File: src/rtl/ee_seq_pkg.sv
package ee_seq_pkg;

   // opcode bits that follow the start bit
   typedef enum logic [1:0] {
      EE_OP_WRITE = 2'b01,
      EE_OP_READ  = 2'b10,
      EE_OP_ERASE = 2'b11
   } ee_op_e;

   typedef enum logic [1:0] {
      SEQ_IDLE,
      SEQ_LOW,
      SEQ_HIGH,
      SEQ_TAIL
   } seq_state_e;

   localparam int unsigned EE_OP_W   = 2;
   localparam int unsigned EE_START_W = 1;

endpackage

File: src/rtl/ee_frame_build.sv
module ee_frame_build
   import ee_seq_pkg::*;
#(
   parameter int unsigned ADDR_W  = 6,
   parameter int unsigned DATA_W  = 16,
   parameter int unsigned LEAD_W  = 1,
   parameter int unsigned TURN_W  = 1,
   parameter int unsigned FRAME_W = LEAD_W + EE_START_W + EE_OP_W + ADDR_W + TURN_W + DATA_W
) (
   input  logic [EE_OP_W-1:0] op,
   input  logic [ADDR_W-1:0]  addr,
   input  logic [DATA_W-1:0]  wdata,
   output logic [FRAME_W-1:0] frame
);

   localparam int unsigned CMD_W    = EE_START_W + EE_OP_W + ADDR_W;
   localparam int unsigned CMD_SHIFT = TURN_W + DATA_W;
   localparam int unsigned SUM_W    = LEAD_W + CMD_W + CMD_SHIFT;

   generate
      if (SUM_W != FRAME_W) begin : g_bad_frame_w
         $error("ee_frame_build: FRAME_W does not match the field widths");
      end
   endgenerate

   logic [CMD_W-1:0]   cmd_bits;
   logic [FRAME_W-1:0] cmd_field;
   logic [FRAME_W-1:0] data_field;

   always_comb begin
      cmd_bits   = {1'b1, op, addr};
      cmd_field  = FRAME_W'(cmd_bits) << CMD_SHIFT;
      data_field = (op == EE_OP_WRITE) ? FRAME_W'(wdata) : '0;
      frame      = cmd_field | data_field;
   end

endmodule

File: src/rtl/ee_edge_timer.sv
module ee_edge_timer #(
   parameter int unsigned DELAY = 40
) (
   input  logic clk,
   input  logic rst_n,
   input  logic load,
   output logic expire
);

   generate
      if (DELAY < 1) begin : g_bad_delay
         $error("ee_edge_timer: DELAY must be at least 1");
      end
      if (DELAY == 1) begin : g_direct
         assign expire = 1'b1;
      end else begin : g_count
         localparam int unsigned CW = $clog2(DELAY);
         logic [CW-1:0] cnt;
         always_ff @(posedge clk) begin
            if (!rst_n) begin
               cnt <= '0;
            end else if (load) begin
               cnt <= CW'(DELAY - 1);
            end else if (cnt != '0) begin
               cnt <= cnt - 1'b1;
            end
         end
         assign expire = (cnt == '0);
      end
   endgenerate

endmodule

File: src/rtl/ee_rx_capture.sv
module ee_rx_capture #(
   parameter int unsigned DATA_W = 16
) (
   input  logic              clk,
   input  logic              rst_n,
   input  logic              shift_en,
   input  logic              bit_in,
   output logic [DATA_W-1:0] word
);

   generate
      if (DATA_W < 1) begin : g_bad_w
         $error("ee_rx_capture: DATA_W must be at least 1");
      end
      if (DATA_W == 1) begin : g_single
         always_ff @(posedge clk) begin
            if (!rst_n)        word <= '0;
            else if (shift_en) word <= bit_in;
         end
      end else begin : g_shift
         always_ff @(posedge clk) begin
            if (!rst_n)        word <= '0;
            else if (shift_en) word <= {word[DATA_W-2:0], bit_in};
         end
      end
   endgenerate

endmodule

File: src/rtl/ee_cmd_seq.sv
module ee_cmd_seq
   import ee_seq_pkg::*;
#(
   parameter int unsigned ADDR_W = 6,
   parameter int unsigned DATA_W = 16,
   parameter int unsigned LEAD_W = 1,
   parameter int unsigned TURN_W = 1,
   parameter int unsigned DELAY  = 40
) (
   input  logic              clk,
   input  logic              rst_n,
   input  logic              req_valid,
   input  logic [1:0]        req_op,
   input  logic [ADDR_W-1:0] req_addr,
   input  logic [DATA_W-1:0] req_wdata,
   output logic              req_ready,
   input  logic              do_i,
   output logic              cs_o,
   output logic              sk_o,
   output logic              di_o,
   output logic              done_o,
   output logic [DATA_W-1:0] rdata_o
);

   localparam int unsigned FRAME_W = LEAD_W + EE_START_W + EE_OP_W + ADDR_W + TURN_W + DATA_W;
   localparam int unsigned CNT_W   = $clog2(FRAME_W);

   generate
      if (ADDR_W < 1 || DATA_W < 1 || DELAY < 1) begin : g_bad_param
         $error("ee_cmd_seq: ADDR_W, DATA_W and DELAY must be at least 1");
      end
   endgenerate

   seq_state_e         state;
   logic [FRAME_W-1:0] frame_next;
   logic [FRAME_W-1:0] tx_sr;
   logic [CNT_W-1:0]   bit_cnt;
   logic [1:0]         op_q;
   logic               expire;
   logic               tmr_load;
   logic               accept;
   logic               rx_shift;
   logic [DATA_W-1:0]  rx_word;

   ee_frame_build #(
      .ADDR_W (ADDR_W),
      .DATA_W (DATA_W),
      .LEAD_W (LEAD_W),
      .TURN_W (TURN_W),
      .FRAME_W(FRAME_W)
   ) u_frame (
      .op   (req_op),
      .addr (req_addr),
      .wdata(req_wdata),
      .frame(frame_next)
   );

   ee_edge_timer #(
      .DELAY(DELAY)
   ) u_timer (
      .clk   (clk),
      .rst_n (rst_n),
      .load  (tmr_load),
      .expire(expire)
   );

   ee_rx_capture #(
      .DATA_W(DATA_W)
   ) u_rx (
      .clk     (clk),
      .rst_n   (rst_n),
      .shift_en(rx_shift),
      .bit_in  (do_i),
      .word    (rx_word)
   );

   assign req_ready = (state == SEQ_IDLE);
   assign accept    = req_ready && req_valid;
   assign tmr_load  = accept || ((state != SEQ_IDLE) && expire);
   // sample on the rising edge of the last DATA_W bit slots
   assign rx_shift  = (state == SEQ_LOW) && expire && (bit_cnt < CNT_W'(DATA_W));
   assign di_o      = tx_sr[FRAME_W-1];

   always_ff @(posedge clk) begin
      if (!rst_n) begin
         state   <= SEQ_IDLE;
         tx_sr   <= '0;
         bit_cnt <= '0;
         op_q    <= '0;
         cs_o    <= 1'b0;
         sk_o    <= 1'b0;
         done_o  <= 1'b0;
         rdata_o <= '0;
      end else begin
         done_o <= 1'b0;
         unique case (state)
            SEQ_IDLE: begin
               if (req_valid) begin
                  state   <= SEQ_LOW;
                  cs_o    <= 1'b1;
                  tx_sr   <= frame_next;
                  bit_cnt <= CNT_W'(FRAME_W - 1);
                  op_q    <= req_op;
               end
            end
            SEQ_LOW: begin
               if (expire) begin
                  sk_o  <= 1'b1;
                  state <= SEQ_HIGH;
               end
            end
            SEQ_HIGH: begin
               if (expire) begin
                  sk_o <= 1'b0;
                  if (bit_cnt == '0) begin
                     state <= SEQ_TAIL;
                     tx_sr <= '0;
                  end else begin
                     tx_sr   <= tx_sr << 1;
                     bit_cnt <= bit_cnt - 1'b1;
                     state   <= SEQ_LOW;
                  end
               end
            end
            SEQ_TAIL: begin
               if (expire) begin
                  cs_o   <= 1'b0;
                  done_o <= 1'b1;
                  state  <= SEQ_IDLE;
                  if (op_q == EE_OP_READ) begin
                     rdata_o <= rx_word;
                  end
               end
            end
            default: state <= SEQ_IDLE;
         endcase
      end
   end

endmodule

File: config.mk
export PLATFORM = sky130hd
export DESIGN_NAME = ee_cmd_seq
export DESIGN_NICKNAME = d
export VERILOG_FILES = /design/src/rtl/ee_seq_pkg.sv /design/src/rtl/ee_frame_build.sv /design/src/rtl/ee_edge_timer.sv /design/src/rtl/ee_rx_capture.sv /design/src/rtl/ee_cmd_seq.sv
export SDC_FILE = /design/constraint.sdc
export NUM_CORES = 1
export LEC_CHECK = 0
export CORE_MARGIN = 2
export CORE_UTILIZATION = 65
export DETAILED_ROUTE_END_ITERATION = 8
export DONT_BUFFER_PORTS = 1
export PLACE_DENSITY = 0.82
export SLEW_MARGIN = 20
export SYNTH_ARGS = -nofsm -noshare
export SYNTH_HDL_FRONTEND = slang
export SYNTH_SLANG_ARGS = --single-unit
File: constraint.sdc
create_clock -name clk -period 5.15 [get_ports clk]
set_input_delay 1.2875 -clock clk [delete_from_list [all_inputs] [get_ports clk]]
set_output_delay 1.2875 -clock clk [all_outputs]
set_load 0.02 [all_outputs]
==> impl_summary.txt, run 1 <==
----------------------------------------------------
[Synthesis]
  Main combinational cell family by area after synthesis ... compound AO/OA/AOI/OAI gates
  Arithmetic-cell share of the synthesized area counting full adders, half adders and majority gates ... 0.8055%
  Cell variety after synth ... 45
  Part of the Yosys area used for sequential elements ... 49.62%
  Fraction of synthesized area in multiplexers ... 0%
  Mean Syn Cell Area ... 8.702 um2
  Post-synth ARST share ... 0%
  Leading area contributor after synthesis ... sky130_fd_sc_hd__dfxtp_1
  Top-area cell type share of the netlist area ... 49.62%
  Post-synth EDFFs ... 0
  Yosys reg bits ... 77
  Synth area leaders ... sky130_fd_sc_hd__dfxtp_1 50%, sky130_fd_sc_hd__o21ai_1 8.5%, sky130_fd_sc_hd__a221oi_1 6.5%
  Xor and xnor fraction of the mapped netlist area ... 0.8458%
  Gate Count Post-Synth ... 357
  Post-synthesis compound-gate area fraction ... 22.23%
  Top_reg_cell synth ... sky130_fd_sc_hd__dfxtp_1
  Netlist area before placement ... 3107 um2
  Share of synthesized cell area in and, or, nand and nor gates ... 21.51%
  Net count after synthesis ... 387
  Most used standard cell by instance count after synthesis ... sky130_fd_sc_hd__dfxtp_1
  Yosys warning count ... 0
  Most numerous cell types in the synthesized netlist ... 77 x sky130_fd_sc_hd__dfxtp_1, 53 x sky130_fd_sc_hd__o21ai_1, 37 x sky130_fd_sc_hd__nand3_1, 37 x sky130_fd_sc_hd__nor2_1, 27 x sky130_fd_sc_hd__nand2_1

[Floorplanning]
  Die area ... 5349 um2
  Floorplan die width ... 73.14 um
  Initial standard-cell utilization of the core ... 66.66%
  Core region area ... 4661 um2
  IO Pins ... 49
  Num rows ... 25
  Height of the die ... 73.14 um

[Critical path]
  Biggest fanout along the worst timing path ... 14
  Max incr delay on CP ... 0.44 ns
  Critical path type ... reg2out
  Cells along the critical path ... nor2_1
  R2R Path Start ... u_timer.g_count.cnt[0]
  WP data required ... 3.86 ns
  Worst flop-to-flop path endpoint ... u_rx.word[4]
  Critical path's top delay family ... flip-flops
  Slack of the worst reg-to-reg path ... 2.82 ns
  CP max-delay cell ... sky130_fd_sc_hd__dfxtp_1
  Buffers & Inverters on Critical Path ... 0
  Worst path arrival time ... 1.23 ns
  Launching element type of the critical path ... flip-flop
  CP Launch Point ... state[1]
  Kind of capture point of the worst setup path ... output port
  Register-to-Register Path Depth ... 7

[CTS]
  Clk slew on worst S/H paths ... 0.08 ns
  Latest clock arrival within the worst-skew pair ... 0.35 ns
  Maximum number of buffers from clock root to sink ... 2
  Post CTS Setup Buffer Count ... 0
  Cell at the root of the clock tree ... sky130_fd_sc_hd__clkbuf_8
  CTS tree ... built
  H-tree depth ... 3
  TritonCTS Buffers ... 9
  CTS sink cnt ... 77
  Number of hold-repair buffers added at the cts stage ... 0
  Post-cts repair resize count ... 0

[Global routing]
  Vias in the first global route ... 2318
  Initial antenna violation count ... 0
  Remaining Overflow, GRT ... 0
  First-pass GRT wire length ... 10.16 mm
  Largest net degree at the start of global routing ... 81
  GRT Overall Usage ... 24.14%

[Placement]
  Worst Setup Slack post-DPL ... 2.413 ns
  Placer's final routability congestion estimate ... 0.8709
  Port Buffers ... 0
  DPL Wire Length ... 3.841 mm
  Total placed cells including tap cells ... 386

[Run status]
  Result of the run ... finished clean

[Finish]
  Post-route core utilization ... 70.58%
  Final standard cell count with taps included and fillers excluded ... 403
  Final net count ... 374
  Fraction of layout instances using a drive strength above 1 ... 8.596%
  P&R area growth vs syn ... 5.880%
  Total of fill cells in the finished design ... 374
  Count of inserted antenna diode cells ... 0

[STA]
  Number of endpoints with negative hold slack in the final report ... 0
  F_max ... 0.3978 GHz
  Setup repair after global routing missed its margin ... false
  Min cycle time layout ... 2.514 ns
  Worst hold slack after final layout ... 0.4577 ns
  Fin Setup TNS ... 0 ns
  Setup violations, final ... 0
  Worst max-slew margin expressed relative to the limit ... 35.54%
  Max Transition Viols Final ... 0
  Setup clock skew after layout ... 0.01163 ns
  Worst Max-Slew Pin Slew ... 0.9627 ns
  Share of the cycle needed by the critical path after routing ... 48.81%
  Post-route worst setup slack ... 2.636 ns

[Drt]
  Number of iterations in the first detailed-routing pass ... 6
  Antenna-violating nets left ... 0
  Iteration-0 DRC count of the detailed router ... 174
  Remaining routing DRC violations ... 0
  Total number of vias ... 2465
  Total Routed Length ... 6.021 mm
  Vias per cell ... 6.117
  Average wire per cell in the routed design ... 14.94 um

[Pwr]
  Worst supply voltage drop on vdd ... 239.3 uV
  Power density over the cells ... 426.1 nW/um2
  Leak pwr ... 0.001126 uW

[Hold path]
  Hold/Removal Path Class ... reg2reg
  Hold path endpoint ... op_q[0]
  Hold wc startpoint ... op_q[0]
  Hold depth ... 2

[Flow run]
  Number of violations of the max-capacitance limit ... 0

----------------------------------------------------
-- worst max-delay path by stage --
| stage | endpoint | slack (ns) | cells past startpoint |
|---|---|---|---|
| global route | req_ready | 2.53 | 1 |
| global placement | tx_sr[25] | 2.54 | 4 |
| CTS | u_rx.word[5] | 2.50 | 6 |
| detailed placement | tx_sr[25] | 2.41 | 4 |
| finish | req_ready | 2.64 | 1 |
| floorplan | rdata_o[0] | 2.85 | 5 |
-- power by group --
group | switching [uW] | internal, uW
logic | 140 | 92.2
registers | 51.4 | 646
clock network | 241 | 231
total | 432 | 969
-- sequential cells by signal (all words and copies together), names as in the netlist --
name	count
tx_sr	27
rdata_o	16
u_rx.word	16
u_timer.g_count.cnt	6
bit_cnt	5
op_q	2
state	2
cs_o	1
done_o	1
sk_o	1
-- cells in the final DEF, fill, tap and decap left out, types with 2 or more instances in the layout --
cell type and count:
sky130_fd_sc_hd__inv_6 2, sky130_fd_sc_hd__a21oi_1 13, sky130_fd_sc_hd__o31a_1 2, sky130_fd_sc_hd__clkbuf_8 9, sky130_fd_sc_hd__nor2b_1 2, sky130_fd_sc_hd__a221oi_1 23, sky130_fd_sc_hd__o21a_1 3, sky130_fd_sc_hd__and2_1 2
sky130_fd_sc_hd__clkinvlp_4 2, sky130_fd_sc_hd__nor3b_2 2, sky130_fd_sc_hd__o21ai_0 6, sky130_fd_sc_hd__a311oi_1 4, sky130_fd_sc_hd__xnor2_1 2, sky130_fd_sc_hd__inv_1 7, sky130_fd_sc_hd__o21ai_1 53, sky130_fd_sc_hd__dfxtp_1 77
sky130_fd_sc_hd__buf_4 2, sky130_fd_sc_hd__nand4_1 4, sky130_fd_sc_hd__nand2b_1 2, sky130_fd_sc_hd__nor2_1 37, sky130_fd_sc_hd__nor3_1 3, sky130_fd_sc_hd__nand3_1 37, sky130_fd_sc_hd__a211oi_1 2, sky130_fd_sc_hd__nand2_1 27
sky130_fd_sc_hd__ha_1 2, sky130_fd_sc_hd__nor4_1 2
-- kinds of logic (layout without fill, tap and decap cells) --
family          count (synthesis)  in the layout
xor+xnor                        3              3
fa+ha+maj                       2              2
flops                          77             77
compound gates                110            110
buf+inv                        35             27
simple gates                  130            130
-- area by class of cell --
| class | count | area (um2) | area share, % |
|---|---|---|---|
| Clock inverter | 7 | 82.58 | 2.510 |
| Multi-Input combinational cell | 245 | 1418 | 43.10 |
| Clock buffer | 9 | 123.9 | 3.766 |
| Tap cell | 54 | 67.56 | 2.054 |
| Timing Repair Buffer | 3 | 26.28 | 0.7988 |
| Sequential cell | 77 | 1541 | 46.86 |
| Inverter | 8 | 30.03 | 0.9129 |
-- layer usage --
layer  GRT usage, %  up-vias  part of all wire (%)
li1               -     1265                     -
met1          30.84     1126                    48
met2          37.64       63                    44
met3          7.735       11                   6.1
met4          9.877        0                   1.7
met5              0        -                     0
-- metrics by stage --
step | cell area, um2 | total power (uW)
after floorplan | 3107 | 906.3
after global placement | 3064 | 930.4
after detailed placement | 3064 | 938.7
after CTS | 3271 | 1404
after global routing | 3289 | 1469
final | 3289 | 1402
No activity file was read; power rests on OpenSTA's default activity.
==> run 2: changes to the inputs <==
--- a/config.mk
+++ b/config.mk
@@ -5,11 +5,12 @@
 export SDC_FILE = /design/constraint.sdc
 export NUM_CORES = 1
 export LEC_CHECK = 0
+export ABC_AREA = 1
 export CORE_MARGIN = 2
-export CORE_UTILIZATION = 65
+export CORE_UTILIZATION = 56
 export DETAILED_ROUTE_END_ITERATION = 8
 export DONT_BUFFER_PORTS = 1
-export PLACE_DENSITY = 0.82
+export PLACE_DENSITY = 0.75
 export SLEW_MARGIN = 20
 export SYNTH_ARGS = -nofsm -noshare
 export SYNTH_HDL_FRONTEND = slang
==> constraint.sdc (replaced) <==
create_clock -name clk -period 2.1 [get_ports clk]
set_input_delay 0.525 -clock clk [delete_from_list [all_inputs] [get_ports clk]]
set_output_delay 0.525 -clock clk [all_outputs]
set_load 0.02 [all_outputs]
==> run 2 against run 1 <==
Effect of this change: clock power rose to 2.8 times the previous value; register-to-register slack worse by 2.6 ns; via count rose by 24%; sequential share of layout area is 5.2 points lower; die area increased by 26%; count of clock-buffer cells in the layout rose by 1; critical path type is now reg2reg; critical endpoint is now tx_sr[26].
==> impl_summary.txt, run 2 <==
----------------------------------------------------
[Run status]
  Result of the run ... finished clean

[Synthesis]
  Yosys reg bits ... 77
  Post-synth ARST share ... 0%
  Yosys warning count ... 0
  Most numerous cell types in the synthesized netlist ... 126 x sky130_fd_sc_hd__nand2_1, 99 x sky130_fd_sc_hd__nor2_1, 77 x sky130_fd_sc_hd__dfxtp_1
  Cell variety after synth ... 28
  Top-area cell type share of the netlist area ... 45.01%
  Net count after synthesis ... 531
  Post-synth EDFFs ... 0
  Synth area leaders ... sky130_fd_sc_hd__dfxtp_1 45%, sky130_fd_sc_hd__nand2_1 14%, sky130_fd_sc_hd__nor2_1 11%
  Leading area contributor after synthesis ... sky130_fd_sc_hd__dfxtp_1
  Top_reg_cell synth ... sky130_fd_sc_hd__dfxtp_1
  Mean Syn Cell Area ... 6.835 um2
  Part of the Yosys area used for sequential elements ... 45.01%
  Netlist area before placement ... 3425 um2
  Most used standard cell by instance count after synthesis ... sky130_fd_sc_hd__nand2_1
  Gate Count Post-Synth ... 501

[Pwr]
  Power density over the cells ... 1385 nW/um2
  Leak pwr ... 0.001726 uW
  Worst supply voltage drop on vdd ... 862.9 uV

[Critical path]
  Worst path arrival time ... 2.08 ns
  Launching element type of the critical path ... flip-flop
  Register-to-Register Path Depth ... 10
  Cells along the critical path ... inv_1 > ha_1 > nand3_1 > nor2_4 > nand2_2 > nand2_1 > buf_4 > nand2_1 > o21ai_0 > nor2_1
  Kind of capture point of the worst setup path ... flip-flop
  R2R Path Start ... u_timer.g_count.cnt[0]
  Biggest fanout along the worst timing path ... 21
  Critical path type ... reg2reg
  WP data required ... 2.31 ns
  Worst flop-to-flop path endpoint ... tx_sr[26]
  Slack of the worst reg-to-reg path ... 0.23 ns
  Cell mode on critical path ... sky130_fd_sc_hd__nand2_1
  CP max-delay cell ... sky130_fd_sc_hd__dfxtp_1
  Max incr delay on CP ... 0.32 ns

[STA]
  Worst max-slew margin expressed relative to the limit ... 62.83%
  Share of the cycle needed by the critical path after routing ... 88.97%
  Setup violations, final ... 0
  Number of endpoints with negative hold slack in the final report ... 0
  Setup clock skew after layout ... 0.008126 ns
  Max Transition Viols Final ... 0
  Worst Max-Slew Pin Slew ... 0.5558 ns
  Fin Setup TNS ... 0 ns
  Min cycle time layout ... 1.868 ns
  Setup repair after global routing missed its margin ... false
  F_max ... 0.5352 GHz

[Drt]
  Average wire per cell in the routed design ... 12.42 um
  Antenna-violating nets left ... 0
  Total number of vias ... 3045
  Iteration-0 DRC count of the detailed router ... 229
  Total Routed Length ... 7.143 mm
  Remaining routing DRC violations ... 0
  Vias per cell ... 5.296
  Number of iterations in the first detailed-routing pass ... 4

[Hold path]
  Hold/Removal Path Class ... in2reg
  Hold wc startpoint ... rst_n
  Hold depth ... 2
  Hold path endpoint ... state[0]

[Finish]
  Count of inserted antenna diode cells ... 0
  Post-route core utilization ... 62.51%
  Most frequent standard cell in the layout excluding fill and tap cells ... sky130_fd_sc_hd__nand2_1
  Reg with most FFs ... tx_sr
  Total of fill cells in the finished design ... 521
  Largest regs ... tx_sr x27, rdata_o x16, u_rx.word x16
  Register cell area after layout ... 1541 um2
  Flip-flop count of the largest register, all copies and words added ... 27
  Multi-input combinational cell area ... 1613 um2
  Final net count ... 525
  P&R area growth vs syn ... 8.075%
  Fraction of layout instances using a drive strength above 1 ... 7.800%
  Commonest cells after routing, fill and taps aside ... 126 x sky130_fd_sc_hd__nand2_1, 99 x sky130_fd_sc_hd__nor2_1, 77 x sky130_fd_sc_hd__dfxtp_1, 40 x sky130_fd_sc_hd__nand3_1, 32 x sky130_fd_sc_hd__o21ai_0

[CTS]
  CTS tree ... built
  Latest clock arrival within the worst-skew pair ... 0.34 ns
  Post CTS Setup Buffer Count ... 0
  Cell at the root of the clock tree ... sky130_fd_sc_hd__clkbuf_8
  CTS sink cnt ... 77
  TritonCTS Buffers ... 9
  H-tree depth ... 3
  Post-cts repair resize count ... 0
  Maximum number of buffers from clock root to sink ... 2
  Number of hold-repair buffers added at the cts stage ... 0
  Clk slew on worst S/H paths ... 0.08 ns

[Global routing]
  Remaining Overflow, GRT ... 0
  GRT Overall Usage ... 23.65%
  First-pass GRT wire length ... 12.47 mm
  Largest net degree at the start of global routing ... 50
  Vias in the first global route ... 2851
  Initial antenna violation count ... 0

[Floorplanning]
  Die area ... 6757 um2
  Floorplan die width ... 82.20 um
  Num rows ... 28
  Initial standard-cell utilization of the core ... 57.84%
  IO Pins ... 49
  Core region area ... 5921 um2
  Height of the die ... 82.20 um

[Placement]
  DPL Wire Length ... 4.562 mm
  Port Buffers ... 0
  Placer's final routability congestion estimate ... 0.7909

[Flow run]
  Number of violations of the max-capacitance limit ... 0

----------------------------------------------------
-- run 2: changes by cell type after synthesis, sizes merged, moves of 4 or more --
cell | previous run | this run
a21oi | 14 | 31
a221oi | 23 | 0
a311oi | 4 | 0
buf | 9 | 19
clkbuf | 18 | 8
inv | 8 | 36
nand2 | 27 | 128
nand3 | 37 | 41
nand4 | 4 | 17
nor2 | 38 | 102
o21ai | 60 | 32
-- run 2: layout make-up --
class | count | area share (%)
clock buffers | 10 | 3.448
clock inverters | 6 | 3.009
inverters | 37 | 3.753
multi-input cells | 360 | 43.58
flip-flops and latches | 77 | 41.65
well taps | 75 | 2.535
repair buffers | 10 | 2.028
-- run 2: per-stage QoR --
step	hold slack (ns)	setup slack, ns	total power (uW)	area [um2]	std cells
after floorplan	0.4304	0.5553	3455	3425	501
after CTS	0.2757	0.2480	5139	3701	575
after detailed placement	0.4561	0.2686	3806	3462	559
after global placement	0.4421	0.3433	3757	3462	559
after global routing	0.2785	0.007351	5506	3701	575
final	0.2992	0.2315	5128	3701	575
-- run 2: cells by family (layout without fill, tap and decap cells) --
kind of cell    count (synthesis)  in the layout  share of synthesized area, %
simple gates                  290            290                         35.92
flops                          77             77                         45.01
compound gates                 66             66                         9.938
xor+xnor                        2              2                        0.5116
fa+ha+maj                       2              2                        0.7306
buf+inv                        64             63                         7.892
-- run 2: worst max-delay path by stage --
| stage | cells past startpoint | start | end | slack [ns] |
|---|---|---|---|---|
| 2_1_floorplan | 10 | u_timer.g_count.cnt[0] | tx_sr[10] | 0.56 |
| 3_3_place_gp | 10 | u_timer.g_count.cnt[0] | tx_sr[16] | 0.34 |
| 3_5_place_dp | 10 | u_timer.g_count.cnt[0] | tx_sr[26] | 0.27 |
| 4_1_cts | 10 | u_timer.g_count.cnt[1] | tx_sr[26] | 0.25 |
| 5_1_grt | 10 | u_timer.g_count.cnt[1] | tx_sr[26] | 0.007 |
| 6_report | 10 | u_timer.g_count.cnt[0] | tx_sr[26] | 0.23 |
-- run 2: power breakdown --
part | internal (uW) | total [uW] | switching [uW]
registers | 1760 | 1960 | 201
logic | 569 | 1840 | 1270
clock network | 790 | 1330 | 542
-- run 2: routing by layer --
metal / vias to the layer above / global-route usage (%) / share of wire (%)
met1: 1385 / 29.74 / 47
met5: - / 0 / 0
met4: 0 / 11.50 / 2.1
met2: 51 / 38.47 / 47
li1: 1593 / - / -
met3: 16 / 5.000 / 4.1
-- run 2: critical path, delay by kind of cell (launching register included) --
family,cells,cell delay (ns)
flip-flops,1,0.32
AO/OA/AOI/OAI,1,0.08
adder cells (fa/ha/maj),1,0.21
buffers and inverters,2,0.32
AND/OR/NAND/NOR,6,0.81
==> run 3: changes to the inputs <==
--- a/config.mk
+++ b/config.mk
@@ -6,12 +6,14 @@
 export NUM_CORES = 1
 export LEC_CHECK = 0
 export ABC_AREA = 1
-export CORE_MARGIN = 2
-export CORE_UTILIZATION = 56
+export CORE_MARGIN = 4
+export CORE_UTILIZATION = 57
 export DETAILED_ROUTE_END_ITERATION = 8
 export DONT_BUFFER_PORTS = 1
-export PLACE_DENSITY = 0.75
+export PLACE_DENSITY = 0.76
 export SLEW_MARGIN = 20
 export SYNTH_ARGS = -nofsm -noshare
 export SYNTH_HDL_FRONTEND = slang
+export SYNTH_HIERARCHICAL = 1
 export SYNTH_SLANG_ARGS = --single-unit
+export TNS_END_PERCENT = 1
==> run 3 against run 2 <==
Effect of this change: global-route usage shrank 3.6 points; clock skew grew 0.0020 ns; power shrank 13%; sequential cell count is the same; register-to-register slack lost 0.03 ns; clock power shrank 17%; non-clock buffer count shrank 1; core utilization shrank 1.6 points; largest cell class unchanged; via count grew 3.6%.
==> impl_summary.txt, run 3 <==
----------------------------------------------------
[Drt]
  Vias per cell ... 5.087
  Total Routed Length ... 7.322 mm
  Average wire per cell in the routed design ... 11.81 um
  Remaining routing DRC violations ... 0
  Total number of vias ... 3154
  Iteration-0 DRC count of the detailed router ... 140
  Number of iterations in the first detailed-routing pass ... 4
  Antenna-violating nets left ... 0

[Global routing]
  First-pass GRT wire length ... 12.61 mm
  GRT Overall Usage ... 20.03%
  Initial antenna violation count ... 0
  Remaining Overflow, GRT ... 0
  Vias in the first global route ... 2916
  Largest net degree at the start of global routing ... 57

[STA]
  Worst hold slack after final layout ... 0.2853 ns
  F_max ... 0.5271 GHz
  Min cycle time layout ... 1.897 ns
  Max Transition Viols Final ... 0
  Worst max-slew margin expressed relative to the limit ... 54.18%
  Setup clock skew after layout ... 0.01016 ns
  Number of endpoints with negative hold slack in the final report ... 0
  Fin Setup TNS ... 0 ns
  Setup repair after global routing missed its margin ... false
  Setup violations, final ... 0
  Worst Max-Slew Pin Slew ... 0.6866 ns
  Share of the cycle needed by the critical path after routing ... 90.33%

[Finish]
  Post-route core utilization ... 60.95%
  Largest regs ... tx_sr x27, rdata_o x16, u_rx/word x16
  P&R area growth vs syn ... 3.321%
  Cell area after layout ... 3892 um2
  Commonest cells after routing, fill and taps aside ... 131 x sky130_fd_sc_hd__nand2_1, 77 x sky130_fd_sc_hd__dfxtp_1, 61 x sky130_fd_sc_hd__inv_1, 56 x sky130_fd_sc_hd__nand3_1, 55 x sky130_fd_sc_hd__a21oi_1
  Final standard cell count with taps included and fillers excluded ... 620
  Most frequent standard cell in the layout excluding fill and tap cells ... sky130_fd_sc_hd__nand2_1
  Count of inserted antenna diode cells ... 0
  Final net count ... 569
  Total of fill cells in the finished design ... 600
  Reg with most FFs ... tx_sr
  Flip-flop count of the largest register, all copies and words added ... 27
  Fraction of layout instances using a drive strength above 1 ... 12.71%

[Synthesis]
  Most numerous cell types in the synthesized netlist ... 131 x sky130_fd_sc_hd__nand2_1, 77 x sky130_fd_sc_hd__dfxtp_1, 61 x sky130_fd_sc_hd__inv_1
  Gate Count Post-Synth ... 557
  Post-synth EDFFs ... 0
  Main combinational cell family by area after synthesis ... simple AND/OR/NAND/NOR gates
  Cell variety after synth ... 26
  Leading area contributor after synthesis ... sky130_fd_sc_hd__dfxtp_1
  Top_reg_cell synth ... sky130_fd_sc_hd__dfxtp_1
  Most used standard cell by instance count after synthesis ... sky130_fd_sc_hd__nand2_1
  Top-area cell type share of the netlist area ... 40.92%
  Fraction of synthesized area in multiplexers ... 0%
  Arithmetic-cell share of the synthesized area counting full adders, half adders and majority gates ... 0.9963%
  Post-synth ARST share ... 0%
  Synth area leaders ... sky130_fd_sc_hd__dfxtp_1 41%, sky130_fd_sc_hd__nand2_1 13%, sky130_fd_sc_hd__nand3_1 7.4%
  Yosys warning count ... 6
  Share of synthesized cell area in and, or, nand and nor gates ... 31.32%
  Part of the Yosys area used for sequential elements ... 40.92%
  Netlist area before placement ... 3767 um2
  Yosys reg bits ... 77
  Post-synthesis compound-gate area fraction ... 11.42%
  Mean Syn Cell Area ... 6.764 um2
  Xor and xnor fraction of the mapped netlist area ... 0.2325%

[Floorplanning]
  Initial standard-cell utilization of the core ... 58.99%
  Floorplan die width ... 89.30 um
  Num rows ... 29
  Height of the die ... 89.30 um
  Core region area ... 6386 um2
  IO Pins ... 49
  Die area ... 7974 um2

[Pwr]
  Combinational share of power ... 32.0%
  Net switching share of the total power ... 37.98%
  Power density over the cells ... 1150 nW/um2
  Worst supply voltage drop on vdd ... 576.6 uV
  Seq pwr share ... 43.1%
  Net switching power ... 1701 uW
  Leak pwr ... 0.001750 uW
  Fraction of power consumed by the clock network ... 24.9%
  Internal power of the cells ... 2777 uW

[Placement]
  Port Buffers ... 0
  Total placed cells including tap cells ... 604
  Post-DP Area ... 3689 um2
  Placer's final routability congestion estimate ... 0.8929
  DPL Wire Length ... 4.824 mm

[Critical path]
  WP data required ... 2.35 ns
  Critical path type ... reg2reg
  Biggest fanout along the worst timing path ... 56
  Cells along the critical path ... inv_1 > ha_1 > nand3_4 > inv_2 > nand3_2 > nand2_2 > buf_12 > nand3b_1 > nand2_1 > nor2_1
  CP max-delay cell ... sky130_fd_sc_hd__dfxtp_1
  Worst path arrival time ... 2.15 ns
  Max incr delay on CP ... 0.31 ns
  Launching element type of the critical path ... flip-flop
  Kind of capture point of the worst setup path ... flip-flop

[CTS]
  CTS sink cnt ... 77
  H-tree depth ... 3
  CTS tree ... built
  Latest clock arrival within the worst-skew pair ... 0.35 ns
  Post CTS Setup Buffer Count ... 0
  TritonCTS Buffers ... 9
  Number of hold-repair buffers added at the cts stage ... 0
  Post-cts repair resize count ... 0
  Cell at the root of the clock tree ... sky130_fd_sc_hd__clkbuf_8
  Clk slew on worst S/H paths ... 0.08 ns
  Maximum number of buffers from clock root to sink ... 2

[Run status]
  Result of the run ... finished clean

[Flow run]
  Number of violations of the max-capacitance limit ... 0

[Hold path]
  Hold/Removal Path Class ... in2reg

----------------------------------------------------
[run 3: cell types whose count changed after synthesis, moves of 13 or more]
cell,delta
sky130_fd_sc_hd__o21ai_1,+28
sky130_fd_sc_hd__o21ai_0,-29
sky130_fd_sc_hd__nand3_1,+16
sky130_fd_sc_hd__inv_1,+30
sky130_fd_sc_hd__inv_2,+14
sky130_fd_sc_hd__buf_4,+13
sky130_fd_sc_hd__nand4_1,-15
sky130_fd_sc_hd__nor2_2,+13
sky130_fd_sc_hd__a21oi_1,+25
sky130_fd_sc_hd__nor2_1,-45
[run 3: through the flow]
| stage | worst slack, ns | total power [uW] |
|---|---|---|
| 2_1_floorplan | 0.4655 | 3149 |
| 3_3_place_gp | 0.3358 | 3331 |
| 3_5_place_dp | 0.2098 | 3393 |
| 4_1_cts | 0.1975 | 4520 |
| 5_1_grt | 0.01078 | 4841 |
| 6_report | 0.2030 | 4478 |
[run 3: layer usage]
| layer | global-route usage, % | wire (um) | vias up |
|---|---|---|---|
| li1 | - | - | 1675 |
| met4 | 7.578 | 91 | 0 |
| met2 | 31.95 | 3392 | 65 |
| met5 | 0 | 0 | - |
| met3 | 6.175 | 396 | 7 |
| met1 | 25.46 | 3442 | 1407 |
[run 3: power by group through the flow]
stage | Combinational (uW) | Clock [uW] | Sequential [uW]
finish | 1430 | 1110 | 1930
floorplan | 1230 | 0 | 1920
CTS | 1440 | 1150 | 1930
global route | 1660 | 1210 | 1970
global placement | 1380 | 0 | 1950
detailed placement | 1430 | 0 | 1960
[run 3: final timing paths]
path	startpoint	to	slack [ns]	depth (start not counted)
max	u_timer/g_count.cnt[0]	bit_cnt[1]	0.20	10
min	rst_n	u_timer/g_count.cnt[0]	0.29	2
max reg2reg	u_timer/g_count.cnt[0]	bit_cnt[1]	0.20	10
min reg2reg	op_q[1]	op_q[1]	0.48	2
[run 3: layout make-up]
cell class	count	area [um2]	area share (%)
Clock inverter	7	75.07	1.929
Tap cell	77	96.34	2.475
Inverter	80	300.3	7.715
Timing Repair Buffer	9	80.08	2.057
Clock buffer	9	123.9	3.182
Multi-Input combinational cell	361	1675	43.04
Sequential cell	77	1541	39.60
[run 3: critical path: cells and delay by family (launching register included)]
kind | cells | cell delay, ns
buffers and inverters | 3 | 0.57
flip-flops | 1 | 0.31
AND/OR/NAND/NOR | 6 | 0.64
adder cells (fa/ha/maj) | 1 | 0.25
[run 3: cells by family after synthesis]
logic type | Yosys count
xor gates and xnor gates | 1
AOI/OAI and AO/OA | 86
adders and majority gates | 3
and+or+nand+nor | 268
DFF | 77
other | 2
buffers and inverters | 120
